[config.mk]
export PLATFORM = sky130hd
export DESIGN_NAME = gate_drv_ctrl
export DESIGN_NICKNAME = d
export VERILOG_FILES = /design/src/rtl/gdc_pkg.sv /design/src/rtl/gdc_deglitch.sv /design/src/rtl/gdc_hyst.sv /design/src/rtl/gdc_watchdog.sv /design/src/rtl/gate_drv_ctrl.sv
export SDC_FILE = /design/constraint.sdc
export NUM_CORES = 1
export LEC_CHECK = 0
export ABC_AREA = 1
export ABC_CLOCK_PERIOD_IN_PS = 1600
export CORE_MARGIN = 2
export CORE_UTILIZATION = 41
export CTS_CLUSTER_DIAMETER = 200
export DETAILED_ROUTE_END_ITERATION = 8
export DONT_BUFFER_PORTS = 1
export GPL_ROUTABILITY_DRIVEN = 0
export PLACE_DENSITY = 0.56
export REMOVE_ABC_BUFFERS = 1
export SLEW_MARGIN = 15
export SYNTH_ARGS = -nofsm -noshare
export SYNTH_HDL_FRONTEND = slang
export SYNTH_SLANG_ARGS = --single-unit
[constraint.sdc]
create_clock -name clk -period 1.6 [get_ports clk]
set_clock_uncertainty 0.15 [all_clocks]
set_input_delay 0.16 -clock clk [delete_from_list [all_inputs] [get_ports clk]]
set_output_delay 0.16 -clock clk [all_outputs]
set_load 0.05 [all_outputs]
[src/rtl/gdc_pkg.sv]
// Package: shared types and constants for the gate driver control core.
// Assumes: nothing; pure declarations.
package gdc_pkg;
    // Output enable bundle driven toward the analog stages.
    typedef struct packed {
        logic src;
        logic snk;
        logic clamp;
    } drv_t;

    // Enables that make up the protective state.
    localparam drv_t DRV_SAFE = '{src: 1'b0, snk: 1'b1, clamp: 1'b1};

    // Minimum synchronizer depth for asynchronous inputs.
    localparam int SYNC_STAGES = 2;
endpackage

[src/rtl/gdc_deglitch.sv]
// Module: gdc_deglitch
// Synchronizes one asynchronous level into clk, then accepts a new level
// only after it has been stable for DEGLITCH_CYC consecutive cycles.
// Assumes: STAGES >= 2, DEGLITCH_CYC >= 1. Output resets to 0.
module gdc_deglitch #(
    parameter int STAGES       = 2,
    parameter int DEGLITCH_CYC = 4
) (
    input  logic clk,
    input  logic rst_n,
    input  logic raw,
    output logic filt
);
    localparam int CNT_W = $clog2(DEGLITCH_CYC + 1);
    localparam logic [CNT_W-1:0] LAST = CNT_W'(DEGLITCH_CYC - 1);

    logic [STAGES-1:0] sync_q;
    logic              sync_lvl;
    logic [CNT_W-1:0]  cnt_q;
    logic              filt_q;

    assign sync_lvl = sync_q[STAGES-1];
    assign filt     = filt_q;

    // Purpose: shift the raw level through the synchronizer chain.
    always_ff @(posedge clk) begin
        if (!rst_n) sync_q <= '0;
        else        sync_q <= {sync_q[STAGES-2:0], raw};
    end

    // Purpose: count stable cycles of a differing level and commit it.
    always_ff @(posedge clk) begin
        if (!rst_n) begin
            cnt_q  <= '0;
            filt_q <= 1'b0;
        end else if (sync_lvl != filt_q) begin
            if (cnt_q == LAST) begin
                filt_q <= sync_lvl;
                cnt_q  <= '0;
            end else begin
                cnt_q <= cnt_q + 1'b1;
            end
        end else begin
            cnt_q <= '0;
        end
    end

    // a committed change always takes the synchronized level.
    a_r9_filt_follows_sync: assert property (@(posedge clk) disable iff (!rst_n)
        !$stable(filt_q) |-> filt_q == $past(sync_lvl));
endmodule

[src/rtl/gdc_hyst.sv]
// Module: gdc_hyst
// Two-threshold comparator with memory on a digital code. With TRIP_HIGH=1
// the flag sets at code >= TRIP_TH and clears at code < CLR_TH. With
// TRIP_HIGH=0 it sets at code < TRIP_TH and clears at code >= CLR_TH.
// Assumes: thresholds are ordered so the two regions do not overlap.
module gdc_hyst #(
    parameter int CODE_W      = 10,
    parameter int TRIP_TH     = 592,
    parameter int CLR_TH      = 620,
    parameter bit TRIP_HIGH   = 1'b0,
    parameter bit RST_TRIPPED = 1'b1
) (
    input  logic              clk,
    input  logic              rst_n,
    input  logic [CODE_W-1:0] code,
    output logic              tripped
);
    localparam logic [CODE_W-1:0] TRIP_V = CODE_W'(TRIP_TH);
    localparam logic [CODE_W-1:0] CLR_V  = CODE_W'(CLR_TH);

    logic trip_hit;
    logic clr_hit;
    logic flag_q;

    assign tripped = flag_q;

    generate
        if (TRIP_HIGH) begin : g_high
            // Purpose: over-limit detection (for example temperature).
            always_comb begin
                trip_hit = (code >= TRIP_V);
                clr_hit  = (code <  CLR_V);
            end
            // the flag sets only on a code at or above the trip level.
            a_r6_set_at_hot: assert property (@(posedge clk) disable iff (!rst_n)
                $rose(flag_q) |-> $past(code) >= TRIP_V);
            // the flag clears only on a code below the release level.
            a_r6_clear_when_cool: assert property (@(posedge clk) disable iff (!rst_n)
                $fell(flag_q) |-> $past(code) < CLR_V);
        end else begin : g_low
            // Purpose: under-limit detection (for example supply voltage).
            always_comb begin
                trip_hit = (code <  TRIP_V);
                clr_hit  = (code >= CLR_V);
            end
            // the flag sets only on a code below the turn-off level.
            a_r4_set_below_off: assert property (@(posedge clk) disable iff (!rst_n)
                $rose(flag_q) |-> $past(code) < TRIP_V);
            // the flag clears only on a code at or above the turn-on level.
            a_r4_clear_above_on: assert property (@(posedge clk) disable iff (!rst_n)
                $fell(flag_q) |-> $past(code) >= CLR_V);
        end
    endgenerate

    // Purpose: hold the flag between thresholds, move it outside them.
    always_ff @(posedge clk) begin
        if (!rst_n)                 flag_q <= RST_TRIPPED;
        else if (!flag_q && trip_hit) flag_q <= 1'b1;
        else if (flag_q && clr_hit)   flag_q <= 1'b0;
    end
endmodule

[src/rtl/gdc_watchdog.sv]
// Module: gdc_watchdog
// Declares the link lost when no heartbeat has arrived for WDOG_CYC cycles;
// the next heartbeat restores it. Starts in the lost state after reset.
// Assumes: beat is synchronous to clk; WDOG_CYC >= 2.
module gdc_watchdog #(
    parameter int WDOG_CYC = 64
) (
    input  logic clk,
    input  logic rst_n,
    input  logic beat,
    output logic lost
);
    localparam int CNT_W = $clog2(WDOG_CYC);
    localparam logic [CNT_W-1:0] LAST = CNT_W'(WDOG_CYC - 1);

    logic [CNT_W-1:0] cnt_q;
    logic             lost_q;

    assign lost = lost_q;

    // Purpose: restart on a heartbeat, otherwise count up to the limit.
    always_ff @(posedge clk) begin
        if (!rst_n) begin
            cnt_q  <= '0;
            lost_q <= 1'b1;
        end else if (beat) begin
            cnt_q  <= '0;
            lost_q <= 1'b0;
        end else if (cnt_q == LAST) begin
            lost_q <= 1'b1;
        end else begin
            cnt_q <= cnt_q + 1'b1;
        end
    end

    // a heartbeat always restores the link in the next cycle.
    a_r8_beat_restores: assert property (@(posedge clk) disable iff (!rst_n)
        beat |=> !lost_q);
    // the link is never declared lost in the cycle after a heartbeat.
    a_r8_no_loss_on_beat: assert property (@(posedge clk) disable iff (!rst_n)
        $rose(lost_q) |-> !$past(beat));
endmodule

[src/rtl/gate_drv_ctrl.sv]
// Module: gate_drv_ctrl
// Control core of a single-channel gate driver. It filters the two command
// inputs, decodes polarity with an interlock, merges four fault sources into
// a safe state and registers the source, sink and clamp enables.
// Assumes: codes, gate_low and link_beat are synchronous to clk; in_pos,
// in_neg and ctl_sup_ok may be asynchronous.
module gate_drv_ctrl #(
    parameter int SUP_W        = 10,
    parameter int TEMP_W       = 8,
    parameter int SUP_ON       = 620,
    parameter int SUP_OFF      = 592,
    parameter int TEMP_HOT     = 170,
    parameter int TEMP_COOL    = 150,
    parameter int DEGLITCH_CYC = 4,
    parameter int WDOG_CYC     = 64
) (
    input  logic              clk,
    input  logic              rst_n,
    input  logic              in_pos,
    input  logic              in_neg,
    input  logic [SUP_W-1:0]  sup_code,
    input  logic [TEMP_W-1:0] temp_code,
    input  logic              ctl_sup_ok,
    input  logic              link_beat,
    input  logic              gate_low,
    output logic              src_en,
    output logic              snk_en,
    output logic              clamp_en
);
    import gdc_pkg::*;

    localparam int N_CMD = 2;

    logic [N_CMD-1:0]       raw_cmd;
    logic [N_CMD-1:0]       filt_cmd;
    logic [SYNC_STAGES-1:0] ok_sync_q;
    logic                   uv_trip;
    logic                   hot_trip;
    logic                   link_lost;
    logic                   safe_now;
    logic                   turn_on;
    drv_t                   drv_next;
    drv_t                   drv_q;

    assign raw_cmd = {in_neg, in_pos};

    generate
        for (genvar i = 0; i < N_CMD; i++) begin : g_cmd
            gdc_deglitch #(
                .STAGES       (SYNC_STAGES),
                .DEGLITCH_CYC (DEGLITCH_CYC)
            ) u_dg (
                .clk   (clk),
                .rst_n (rst_n),
                .raw   (raw_cmd[i]),
                .filt  (filt_cmd[i])
            );
        end
    endgenerate

    gdc_hyst #(
        .CODE_W (SUP_W), .TRIP_TH (SUP_OFF), .CLR_TH (SUP_ON),
        .TRIP_HIGH (1'b0), .RST_TRIPPED (1'b1)
    ) u_uv (
        .clk (clk), .rst_n (rst_n), .code (sup_code), .tripped (uv_trip)
    );

    gdc_hyst #(
        .CODE_W (TEMP_W), .TRIP_TH (TEMP_HOT), .CLR_TH (TEMP_COOL),
        .TRIP_HIGH (1'b1), .RST_TRIPPED (1'b0)
    ) u_ot (
        .clk (clk), .rst_n (rst_n), .code (temp_code), .tripped (hot_trip)
    );

    gdc_watchdog #(
        .WDOG_CYC (WDOG_CYC)
    ) u_wd (
        .clk (clk), .rst_n (rst_n), .beat (link_beat), .lost (link_lost)
    );

    // Purpose: bring the control-side supply status into clk.
    always_ff @(posedge clk) begin
        if (!rst_n) ok_sync_q <= '0;
        else        ok_sync_q <= {ok_sync_q[SYNC_STAGES-2:0], ctl_sup_ok};
    end

    // Purpose: merge faults and decode the interlocked command.
    always_comb begin
        safe_now = uv_trip | hot_trip | link_lost | ~ok_sync_q[SYNC_STAGES-1];
        turn_on  = filt_cmd[0] & ~filt_cmd[1];
        if (safe_now) begin
            drv_next = DRV_SAFE;
        end else begin
            drv_next.src   = turn_on;
            drv_next.snk   = ~turn_on;
            drv_next.clamp = ~turn_on & gate_low;
        end
    end

    // Purpose: register the enables so the analog stages see clean levels.
    always_ff @(posedge clk) begin
        if (!rst_n) drv_q <= DRV_SAFE;
        else        drv_q <= drv_next;
    end

    assign src_en   = drv_q.src;
    assign snk_en   = drv_q.snk;
    assign clamp_en = drv_q.clamp;

    // source and sink are never enabled together.
    a_r2_no_overlap: assert property (@(posedge clk) disable iff (!rst_n)
        !(src_en && snk_en));
    // one of source and sink is always enabled.
    a_r2_one_active: assert property (@(posedge clk) disable iff (!rst_n)
        src_en || snk_en);
    // undervoltage leads to the safe enables one cycle later.
    a_r3_uv_safe: assert property (@(posedge clk) disable iff (!rst_n)
        uv_trip |=> (!src_en && snk_en && clamp_en));
    // a lost link leads to the safe enables one cycle later.
    a_r8_link_safe: assert property (@(posedge clk) disable iff (!rst_n)
        link_lost |=> (!src_en && snk_en && clamp_en));
    // the source turns on only for the filtered 1,0 command.
    a_r1_src_cmd: assert property (@(posedge clk) disable iff (!rst_n)
        $rose(src_en) |-> $past(filt_cmd[0] && !filt_cmd[1]));
    // the clamp is never on unless the sink is on.
    a_r10_clamp_with_sink: assert property (@(posedge clk) disable iff (!rst_n)
        clamp_en |-> snk_en);
endmodule

======== Yosys cells after proc, flatten, opt, wreduce, memory -nomap -nowiden ========
Cells that the tools add are included.
cells by class
  add/sub/neg operators ................... 3
  order comparisons ....................... 4
  equal/unequal tests ..................... 5
  muxes and demuxes ....................... 4
  bitwise operators ....................... 11
  reductions and logical operators ........ 15
operator list
  cell                  number
  $ge 10x10->1 const B  1
  $lt 10x10->1 const B  1
  $ge 8x8->1 const B    1
  $lt 8x8->1 const B    1
  $add 3x1->3 const B   2
  $add 6x1->6 const B   1
  $eq 3x2->1 const B    2
  $eq 6x6->1 const B    1
  $not 1->1             6
  $reduce_or 2->1       3
  $reduce_or 3->1       2
  $logic_and 1x1->1     4
  $mux 1                4
  $reduce_and 2->1      2
  $reduce_bool 2->1     2
  $or 1x1->1            3
  $and 1x1->1           2
  $logic_not 1->1       2
  $ne 1x1->1            2
word-level totals
  register bits after elaboration ......... 26
  input port bits ......................... 25
  output and inout bits ................... 3
  word-level logic and storage cells ...... 56

======== Logic depth before layout (Yosys ltp) ========
  depth in word-level cells ............... 4
  mapped depth ............................ 6
  mapped depth without buffers ............ 6

======== Hierarchy ========
A second synthesis with hierarchy kept.
second synthesis, totals
  cells, all modules ...................... 166
  area total of the unflattened synthesis .. 1171.1 um^2
modules (own cells, without submodules)
  module            instances  cells an instance  area an instance (um^2)  seq. area each (um^2)
  gdc_deglitch      2          26                 224.0                    120.1
  gdc_watchdog      1          49                 347.8                    140.1
  gate_drv_ctrl     1          24                 178.9                    100.1
  gdc_hyst at u_uv  1          22                 103.8                    20.0
  gdc_hyst at u_ot  1          19                 92.6                     20.0

======== Worst setup path before layout ========
OpenSTA, ideal clock, no wires.
  kind .................................... reg2reg
  from .................................... register u_wd.cnt_q[0]
  to ...................................... register u_wd.cnt_q[1]
  setup time .............................. 0.064 ns
  data arrival time ....................... 0.989 ns
  required time ........................... 1.386 ns
  slack ................................... 0.397 ns
  cell stages (with the launch flop) ...... 6
  buffers on the path ..................... 0
  period minus slack after synthesis ...... 1.203 ns
  cell sequence ........................... dfxtp_1 > ha_1 > nand2_2 > nor3_2 > o21ai_0 > nor2_1
on the way
  longest elaborated chain between the ends .. 1
  elaborated cells on any way between the ends .. 2
  those cells by class .................... add/sub (1); eq/ne (1)
RTL lines
  what                                              RTL line                                text
  from (decl)                                       gdc_watchdog.sv:16                      logic [CNT_W-1:0] cnt_q;
  from (signal assigned)                            gdc_watchdog.sv:32                      cnt_q <= cnt_q + 1'b1;
  $add 6x1->6 / $eq 6x6->1 (equally long branches)  gdc_watchdog.sv:32, gdc_watchdog.sv:29
Parallel ways exist; a longest one is shown, timed or not.
A chain may end at the register's enable or synchronous reset.

======== Final worst setup path ========
  from .................................... register u_uv.flag_q, in the netlist u_uv.tripped
  to ...................................... register u_uv.flag_q, in the netlist u_uv.tripped
on the way
  longest elaborated chain between the ends .. 3
  elaborated cells on any way between the ends .. 4
  those cells by class .................... reduce/logical (4)
RTL lines
  what                       RTL line        text
  from (decl)                gdc_hyst.sv:23  logic flag_q;
  from (signal assigned)     gdc_hyst.sv:57  if (!rst_n) flag_q <= RST_TRIPPED;
  from (signal assigned)     gdc_hyst.sv:58  else if (!flag_q && trip_hit) flag_q <= 1'b1;
  from (signal assigned)     gdc_hyst.sv:59  else if (flag_q && clr_hit) flag_q <= 1'b0;
  $logic_not 1->1            gdc_hyst.sv:58
  $logic_and 1x1->1          gdc_hyst.sv:58
  $reduce_or 2->1 (no line)  --
Parallel ways exist; a longest one is shown, timed or not.

==> out/qor.yml <==
outcome:
  outcome: "completed"
global_route:
  overflow: 0
  antenna_found_initial: 0
  groute.usage.overall: 0.151
  grt_pass1_wl_um: 3110
  grt_pass1_vias: 798
  grt_max_degree: 16
clocking:
  clk-insertion-delay-late_ps: 320
  post-cts-setup-buffer-count: 0
  clock_sinks: 26
  numCtsBuffers: 3
  htree_levels: 1
  cts_buffer_depth: 2
  clk_pin_slew_ps: 140
  clock_tree.root_cell: "clkbuf_4"
  cts_tree: "done"
final_layout:
  num_antenna_cells: 0
  multi_input_area_um2: 423
  area_delta_synth_final_pct: 24.1
  n_fill_cell: 240
  seq_area_um2: 523
  nNetsFinal: 185
  fin_cells: 184
  drive_gt1_frac: 0.0844
synthesis:
  synth_area_mm2: 0.00105
  yosysWarnings: 0
  yosysSeqAreaShare: 0.497
  synth_edf_count: 0
  synth_top_area_frac: 0.497
  synth.area.top_cells: "dfxtp_1, inv_1, nor2_1"
  async_flop_share: 0
  ys_ff_latch: 26
  postSynthAreaPerCell_um2: 7.76
  synth.largest_area_cell: "dfxtp_1"
  synth_top_cells_by_count: "inv_1, dfxtp_1, nor2_1, nand2_1, o21ai_0"
  synth_ff_type: "dfxtp_1"
  yosysUniqueCellTypes: 18
  synthCells: 135
  synth_most_common_cell: "inv_1"
routing:
  final_antenna_net_count: 0
  drt_wl_total_um: 1910
  wl_per_cell_um: 10.4
  drt_iter0_drc: 11
  dr.pass1.iters: 4
  drc: 0
  vias: 853
  viasPerCell: 4.64
timing:
  rsz0062_at_grt: "yes"
  worstMarginPinSlew_ps: 472
  slew_violations: 0
  fmax_ghz: 0.647
  period_share: 0.966
  slew-limit-headroom: 0.685
  fin_crit_ps: 1550
  finalHoldViolations: 0
  setup_viol_count_final: 0
critical_path:
  worstSetupPathType: "flop to flop"
  crit_fanout: 3
  r2r_setup_slack_ps: 50
  r2r-end: "u_uv.tripped"
  worstSetupStartpointType: "flop"
  critPathLaunch: "u_uv.tripped"
  cp-end-kind: "flop"
  crit_path_end: "u_uv.tripped"
  worstPathRequired_ps: 1650
  worstRegToRegCells: 5
  cp.arrival_ps: 1590
  r2r_start: "u_uv.tripped"
power_and_ir_drop:
  finalPower_mw: 1.20
  ir_drop_mv: 0.533
  p_per_area_mw_per_mm2: 927
  p_leak_nw: 0.597
floorplan:
  design.portCount: 28
  num_rows: 18
  initial_utilization: 0.427
  dieArea_mm2: 0.00297
  die_x_um: 54.5
  core_mm2: 0.00245
  die_h_um: 54.5
place:
  numPortBuffers: 0
  dp_hpwl_um: 1230
  place_inst: 164
job:
  maxCapViolations: 0
hold_path:
  hp-class: "input port to flop"
registers in the layout, summed over array words and instances, names as in the netlist, 2 cells and up:
| register | cells |
|---|---|
| g_cmd.u_dg.cnt_q | 6 |
| u_wd.cnt_q | 6 |
| g_cmd.u_dg.sync_q | 4 |
| g_cmd.u_dg.filt | 2 |
| ok_sync_q | 2 |
critical path: stages (launching register included):
cell and delay, ps:
dfxtp_2 360, nand3_1 80, nand2_1 50, dlygate4sd3_1 560, o21ai_1 130, nand3_1 90
metrics by stage:
step	hold slack (ps)	instance area (µm²)	TNS, ps	utilization	setup WS [ps]
finish	9.78	1300	0	0.530	54.9
global route	14.1	1300	-7.83	0.530	-7.83
CTS	7.27	1310	0	0.535	44.2
detailed placement	107	1080	0	0.440	228
global placement	95.7	1080	0	0.440	263
floorplan	90.0	1040	0	-	397
cells by family after synthesis:
| family | count (synthesis) | share of synthesized area |
|---|---|---|
| adders and majority gates | 5 | 0.0597 |
| AOI/OAI and AO/OA | 20 | 0.100 |
| buffers and inverters | 28 | 0.102 |
| and+or+nand+nor | 55 | 0.233 |
| xor gates and xnor gates | 1 | 0.00836 |
| DFF | 26 | 0.497 |
final cells by class:
cell class / instances / share of cell area
clock buffers: 3 / 0.0173
clock inverters: 1 / 0.0231
inverters: 27 / 0.0780
multi-input cells: 81 / 0.325
flip-flops and latches: 26 / 0.402
well taps: 30 / 0.0289
repair buffers: 16 / 0.125
cell usage in the layout (no fill, tap or decap), types with 2 or more instances in the layout:
cell type       n
inv_1          27
dfxtp_1        24
nor2_1         22
nand2_1        20
dlygate4sd3_1  15
a21oi_1         8
o21ai_0         8
nand3_1         5
ha_1            5
clkbuf_4        3
o211ai_1        2
nand2_2         2
o21ai_1         2
dfxtp_2         2
where the power goes:
group | internal [mW] | switching, mW | total, mW | leakage (nW)
combinational | 0.0465 | 0.0386 | 0.0852 | 0.357
sequential | 0.664 | 0.00926 | 0.673 | 0.212
clock | 0.253 | 0.193 | 0.447 | 0.0279
total | 0.964 | 0.241 | 1.20 | 0.597
layer usage:
layer  vias to the layer above  track usage  routed length [µm]  share of wire
met2                        22        0.271                 923           0.48
met4                         0       0.0833                  37          0.019
met3                         4       0.0492                 123          0.065
met1                       371        0.153                 821           0.43
li1                        456            -                   -              -
met5                         -            0                   0              0
worst min-delay path by stage:
stage / cells after the start / to / slack, ps / startpoint
floorplan: 1 / u_wd.lost / 90 / rst_n
global placement: 1 / u_wd.lost / 100 / rst_n
detailed placement: 1 / u_uv.tripped / 110 / sup_code[9]
CTS: 5 / u_uv.tripped / 7 / sup_code[4]
global route: 6 / u_ot.tripped / 10 / temp_code[3]
finish: 6 / u_ot.tripped / 10 / temp_code[3]
what timing repair did:
item / 4_1_cts / 5_1_grt
hold endpoints to repair: 20 / 0
hold buffers: 18 / 0
endpoints found under the setup margin: 0 / 3
gates resized for setup: 0 / 5
No activity file was read; power rests on OpenSTA's default activity.
